<file path="src/rtl/spim_pkg.sv">
package spim_pkg;
  localparam int WORD_W = 32;
  localparam int LEN_W  = 5;
  localparam int DIV_W  = 8;
  localparam int MASK_W = 8;

  typedef struct packed {
    logic [MASK_W-1:0] cs_mask;
    logic [2:0]        rsv;
    logic [LEN_W-1:0]  len_m1;
    logic [DIV_W-1:0]  div_m2;
    logic              half_duplex;
    logic              lsb_first;
    logic              ck_pha;
    logic              ck_pol;
    logic              cs_pol;
    logic              rd_en;
    logic              last;
    logic              offline;
  } spim_cfg_t;
endpackage

</file>
<file path="src/rtl/spim_cfg_reg.sv">
module spim_cfg_reg
  import spim_pkg::*;
(
  input  logic                clk,
  input  logic                rst,
  input  logic                wr_en,
  input  logic [WORD_W-1:0]   wr_data,
  input  logic                lock,
  output spim_cfg_t           cfg_q
);
  always_ff @(posedge clk) begin
    if (rst) cfg_q <= '0;
    else if (wr_en && !lock) cfg_q <= spim_cfg_t'(wr_data);
  end


  cfg_lock_chk: assert property (@(posedge clk) disable iff (rst)
    lock |=> $stable(cfg_q));
endmodule

</file>
<file path="src/rtl/spim_clkgen.sv">
module spim_clkgen #(
  parameter int DIV_W = 8
) (
  input  logic             clk,
  input  logic             rst,
  input  logic             start,
  input  logic             run,
  input  logic [DIV_W-1:0] div_m2,
  output logic             smp,
  output logic             bend
);
  localparam int CW = DIV_W + 1;
  logic [CW-1:0] cnt;
  logic [CW-1:0] period;
  logic [CW-1:0] half;

  assign period = {1'b0, div_m2} + CW'(2);
  assign half   = period >> 1;
  assign smp    = run && ((cnt + 1'b1) == half);
  assign bend   = run && (cnt == period - 1'b1);

  always_ff @(posedge clk) begin
    if (rst) cnt <= '0;
    else if (start) cnt <= '0;
    else if (run) cnt <= bend ? '0 : cnt + 1'b1;
  end


  cnt_bound_chk: assert property (@(posedge clk) disable iff (rst)
    run |-> (cnt < period));
endmodule

</file>
<file path="src/rtl/spim_shifter.sv">
module spim_shifter #(
  parameter int W     = 32,
  parameter int LEN_W = 5
) (
  input  logic             clk,
  input  logic             rst,
  input  logic             start,
  input  logic             run,
  input  logic [W-1:0]     load_word,
  input  logic [LEN_W-1:0] len_m1,
  input  logic             lsb_first,
  input  logic             smp,
  input  logic             shift,
  input  logic             clear,
  input  logic             din,
  output logic             dout,
  output logic             last_bit,
  output logic [W-1:0]     rx_word
);
  logic [W-1:0]     tx;
  logic [W-1:0]     rx;
  logic [LEN_W-1:0] idx;
  logic [LEN_W-1:0] sh_amt;

  assign sh_amt   = LEN_W'(W - 1) - len_m1;
  assign dout     = lsb_first ? tx[0] : tx[W-1];
  assign last_bit = (idx == len_m1);
  assign rx_word  = lsb_first ? (rx >> sh_amt) : rx;

  always_ff @(posedge clk) begin
    if (rst) begin
      tx  <= '0;
      rx  <= '0;
      idx <= '0;
    end else if (start) begin
      tx  <= lsb_first ? (load_word >> sh_amt) : load_word;
      rx  <= '0;
      idx <= '0;
    end else begin
      if (clear) tx <= '0;
      else if (shift) begin
        tx  <= lsb_first ? (tx >> 1) : (tx << 1);
        idx <= idx + 1'b1;
      end
      if (smp) rx <= lsb_first ? {din, rx[W-1:1]} : {rx[W-2:0], din};
    end
  end


  idx_bound_chk: assert property (@(posedge clk) disable iff (rst)
    run |-> (idx <= len_m1));
endmodule

</file>
<file path="src/rtl/spi_xfer_master.sv">
module spi_xfer_master
  import spim_pkg::*;
#(
  parameter int NCS = 4
) (
  input  logic              clk,
  input  logic              rst,
  input  logic              cfg_we,
  input  logic [31:0]       cfg_wdata,
  input  logic              dat_we,
  input  logic [31:0]       dat_wdata,
  output logic              busy,
  output logic              rd_valid,
  output logic [31:0]       rd_data,
  output logic              sck_o,
  output logic              sck_oe,
  output logic              mosi_o,
  output logic              mosi_oe,
  input  logic              mosi_i,
  input  logic              miso_i,
  output logic [NCS-1:0]    cs_o,
  output logic              cs_oe
);
  spim_cfg_t          cfg_q;
  logic               start;
  logic               fin;
  logic               smp;
  logic               bend;
  logic               last_bit;
  logic               din;
  logic [WORD_W-1:0]  rx_word;
  logic [NCS-1:0]     cs_act;
  logic               lead_lvl;
  logic               unused_cfg;

  assign unused_cfg = ^{cfg_q.rsv, cfg_q.cs_mask};
  assign start    = dat_we && !busy;
  assign fin      = bend && last_bit;
  assign din      = cfg_q.half_duplex ? mosi_i : miso_i;
  assign lead_lvl = cfg_q.ck_pol ^ cfg_q.ck_pha;

  spim_cfg_reg u_cfg (
    .clk(clk), .rst(rst), .wr_en(cfg_we), .wr_data(cfg_wdata),
    .lock(busy || dat_we), .cfg_q(cfg_q)
  );

  spim_clkgen #(.DIV_W(DIV_W)) u_clk (
    .clk(clk), .rst(rst), .start(start), .run(busy),
    .div_m2(cfg_q.div_m2), .smp(smp), .bend(bend)
  );

  spim_shifter #(.W(WORD_W), .LEN_W(LEN_W)) u_sh (
    .clk(clk), .rst(rst), .start(start), .run(busy), .load_word(dat_wdata),
    .len_m1(cfg_q.len_m1), .lsb_first(cfg_q.lsb_first), .smp(smp),
    .shift(bend && !last_bit), .clear(fin), .din(din),
    .dout(mosi_o), .last_bit(last_bit), .rx_word(rx_word)
  );

  always_ff @(posedge clk) begin
    if (rst) begin
      busy     <= 1'b0;
      cs_act   <= '0;
      sck_o    <= 1'b0;
      rd_valid <= 1'b0;
      rd_data  <= '0;
    end else begin
      rd_valid <= 1'b0;
      if (start) begin
        busy   <= 1'b1;
        cs_act <= cfg_q.cs_mask[NCS-1:0];
        sck_o  <= lead_lvl;
      end else if (busy) begin
        if (fin) begin
          busy  <= 1'b0;
          sck_o <= cfg_q.ck_pol;
          if (cfg_q.last) cs_act <= '0;
          if (cfg_q.rd_en) begin
            rd_valid <= 1'b1;
            rd_data  <= rx_word;
          end
        end else if (smp) sck_o <= ~lead_lvl;
        else if (bend) sck_o <= lead_lvl;
      end else begin
        sck_o <= cfg_q.ck_pol;
      end
    end
  end

  assign cs_o    = cs_act ^ {NCS{~cfg_q.cs_pol}};
  assign cs_oe   = !cfg_q.offline;
  assign sck_oe  = !cfg_q.offline;
  assign mosi_oe = !cfg_q.offline && !(busy && cfg_q.half_duplex && cfg_q.rd_en);


  rdv_after_busy_chk: assert property (@(posedge clk) disable iff (rst)
    rd_valid |-> (!busy && $past(busy)));

  cs_hold_chk: assert property (@(posedge clk) disable iff (rst)
    (busy && $past(busy)) |-> $stable(cs_act));

  cs_release_chk: assert property (@(posedge clk) disable iff (rst)
    ($fell(busy) && $past(cfg_q.last)) |-> (cs_act == '0));

  sck_idle_chk: assert property (@(posedge clk) disable iff (rst)
    (!busy && $past(!busy)) |-> (sck_o == $past(cfg_q.ck_pol)));
endmodule

</file>
<file path="config.mk">
export PLATFORM = sky130hd
export DESIGN_NAME = spi_xfer_master
export DESIGN_NICKNAME = d
export VERILOG_FILES = /design/src/rtl/spim_pkg.sv /design/src/rtl/spim_cfg_reg.sv /design/src/rtl/spim_clkgen.sv /design/src/rtl/spim_shifter.sv /design/src/rtl/spi_xfer_master.sv
export SDC_FILE = /design/constraint.sdc
export NUM_CORES = 1
export LEC_CHECK = 0
export ABC_CLOCK_PERIOD_IN_PS = 5050
export BUFFER_PORTS_ARGS = -buffer_cell sky130_fd_sc_hd__buf_2
export CORE_MARGIN = 2
export CORE_UTILIZATION = 45
export CTS_CLUSTER_DIAMETER = 150
export DETAILED_ROUTE_END_ITERATION = 7
export SLEW_MARGIN = 10
export SYNTH_ARGS = -nofsm -noshare
export SYNTH_HDL_FRONTEND = slang
export SYNTH_HIERARCHICAL = 1
export SYNTH_SLANG_ARGS = --single-unit
</file>
<file path="constraint.sdc">
create_clock -name clk -period 5.05 [get_ports clk]
set_input_delay 0.505 -clock clk [delete_from_list [all_inputs] [get_ports clk]]
set_output_delay 0.505 -clock clk [all_outputs]
set_load 0.01 [all_outputs]
</file>
==> metrics.yaml <==
die_h_um: 162
std_cell_rows: 57
ios: 113
placed_cell_area_mm2: 0.0117
cp_data_required_time_ps: 5400
fin_crit_sh_pct: 82.3
gp_congestion: 0.934
startpoint_type: "flop"
synthesis.area_mm2: 0.0112
antenna_cells: 0
total_leakage_power_nw: 4.26
antenna_left: 0
cts_buffers: 17
die_w_um: 162
path_clk_slew_ps: 70
dr.pass1.iters: 5
grt_usage_pct: 26.6
min_from: "cfg_wdata[24]"
holdPathEnd: "u_cfg/cfg_q[24]"
hpwl_um: 24300
root_buffer: "clkbuf_16"
worst_ep_arrival_time_ps: 4500
finalSetupViolations: 0
syn-num-nets: 1397
grt_pass1_wl_um: 55300
coreArea_mm2: 0.0244
rsz0062_at_grt: "no"
reg2reg_depth: 12
h-tree-depth: 4
min_path_type: "in2reg"
fmax_ghz: 0.241
drive_gt1_share_pct: 21.2
timing.rr.end: "u_sh/tx[23]"
grt_start_max_net_pins: 83
nets: 1420
area_growth_pct: 9.29
period_needed_ps: 4150
overflow: 0
hold_viol_final: 0
multi_input_area_mm2: 0.00759
antenna_found_initial: 0
tightest_slew_ps: 1130
initial_utilization_pct: 45.9
syn_inst: 1322
fillers: 2329
cts_setup_buffers: 0
fin_tns_setup_ps: 0
relSlewSlack_pct: 24.6
final_common_cell: "nand2_1"
slew_violations: 0
r2r-start: "u_cfg/cfg_q[11]"
final_area_mm2: 0.0122
post_cts_resize_count: 0
peakVddDrop_uv: 139
r2r_slack_ps: 900
maxCapViolations: 0
seqCellArea_mm2: 0.00285
drc_errors: 0
status: "finished clean"
critPathMaxFanout: 11
grt_pass1_vias: 9668
synth_area_per_cell_um2: 8.46
cts_tree: "built"
dieArea_mm2: 0.0261
port_buffers: 105
p_per_area_mw_per_mm2: 255
synth_warnings: 6
clock_skew_ps: 11.1
num_vias: 10500
clock_latency_ps: 440
holdPathStages: 3
drt_iter0_markers: 968
wl_per_cell_um: 20.7
vias_per_cell: 6.24
endpoint_kind: "flop"
final_cell_mix: "nand2_1, dfxtp_1, a21oi_1, buf_2, nor2_1"
clock_path_buffers: 2
cts_sinks: 142
cts_hold_buf: 0
finalWirelength_um: 34800
crit_type: "reg2reg"
==> stage by stage <==
stage | util, % | hold slack, ps | worst slack [ps] | power, mW | cells
after CTS | 50.1 | 324 | 910 | 3.14 | 1682
final | 50.1 | 335 | 896 | 3.12 | 1682
after detailed placement | 47.8 | 446 | 942 | 1.90 | 1650
after global routing | 50.1 | 337 | 601 | 3.26 | 1682
after global placement | 47.8 | 442 | 1020 | 1.89 | 1650
after floorplan | - | 437 | 1210 | 1.72 | 1322
==> critical path, cell delays in order (launching register included) <==
cell	delay [ps]
dfxtp_1	580
nand3_2	230
or3_4	430
and2_0	250
xnor2_1	170
o211ai_1	380
nor3_1	120
and2_1	230
nor2_1	870
a21oi_1	160
o22ai_1	260
a221oi_1	100
nor4_1	270
==> worst max path at each step <==
| stage | startpoint | end | slack (ps) | cells after the start |
|---|---|---|---|---|
| after floorplan | u_cfg/cfg_q[9] | u_sh/tx[6] | 1210 | 14 |
| after global placement | u_cfg/cfg_q[11] | u_sh/tx[23] | 1020 | 12 |
| after detailed placement | u_cfg/cfg_q[9] | u_sh/tx[23] | 940 | 14 |
| after CTS | u_cfg/cfg_q[9] | u_sh/tx[23] | 910 | 14 |
| after global routing | u_cfg/cfg_q[9] | u_sh/tx[23] | 600 | 14 |
| final | u_cfg/cfg_q[11] | u_sh/tx[23] | 900 | 12 |
==> power breakdown <==
part / internal (mW) / switching (mW)
Combinational: 0.266 / 0.363
Sequential: 1.17 / 0.0845
Clock: 0.657 / 0.580
Total: 2.10 / 1.03
==> sequential cells by signal (all words and copies together) (netlist names) <==
register,flops
u_cfg/cfg_q,25
rd_data,32
u_sh/rx,32
u_clk/cnt,9
u_sh/idx,5
u_sh/tx,32
busy,1
rd_valid,1
sck_o,1
cs_act,4
==> area by class of cell <==
| class | count | area share [%] |
|---|---|---|
| Sequential cell | 142 | 23.3 |
| Multi-Input combinational cell | 1033 | 62.1 |
| Timing Repair Buffer | 132 | 5.98 |
| Clock inverter | 14 | 1.20 |
| Clock buffer | 18 | 3.51 |
| Inverter | 19 | 0.583 |
| Tap cell | 324 | 3.32 |
==> per-layer routing <==
metal | vias up | global-route usage (%) | part of all wire, %
met1 | 5031 | 39.0 | 46
met4 | 0 | 7.88 | 1.9
met2 | 474 | 40.1 | 45
met3 | 56 | 4.55 | 7.5
met5 | - | 0 | 0
li1 | 4934 | - | -
Power figures use the tool's default switching activity.
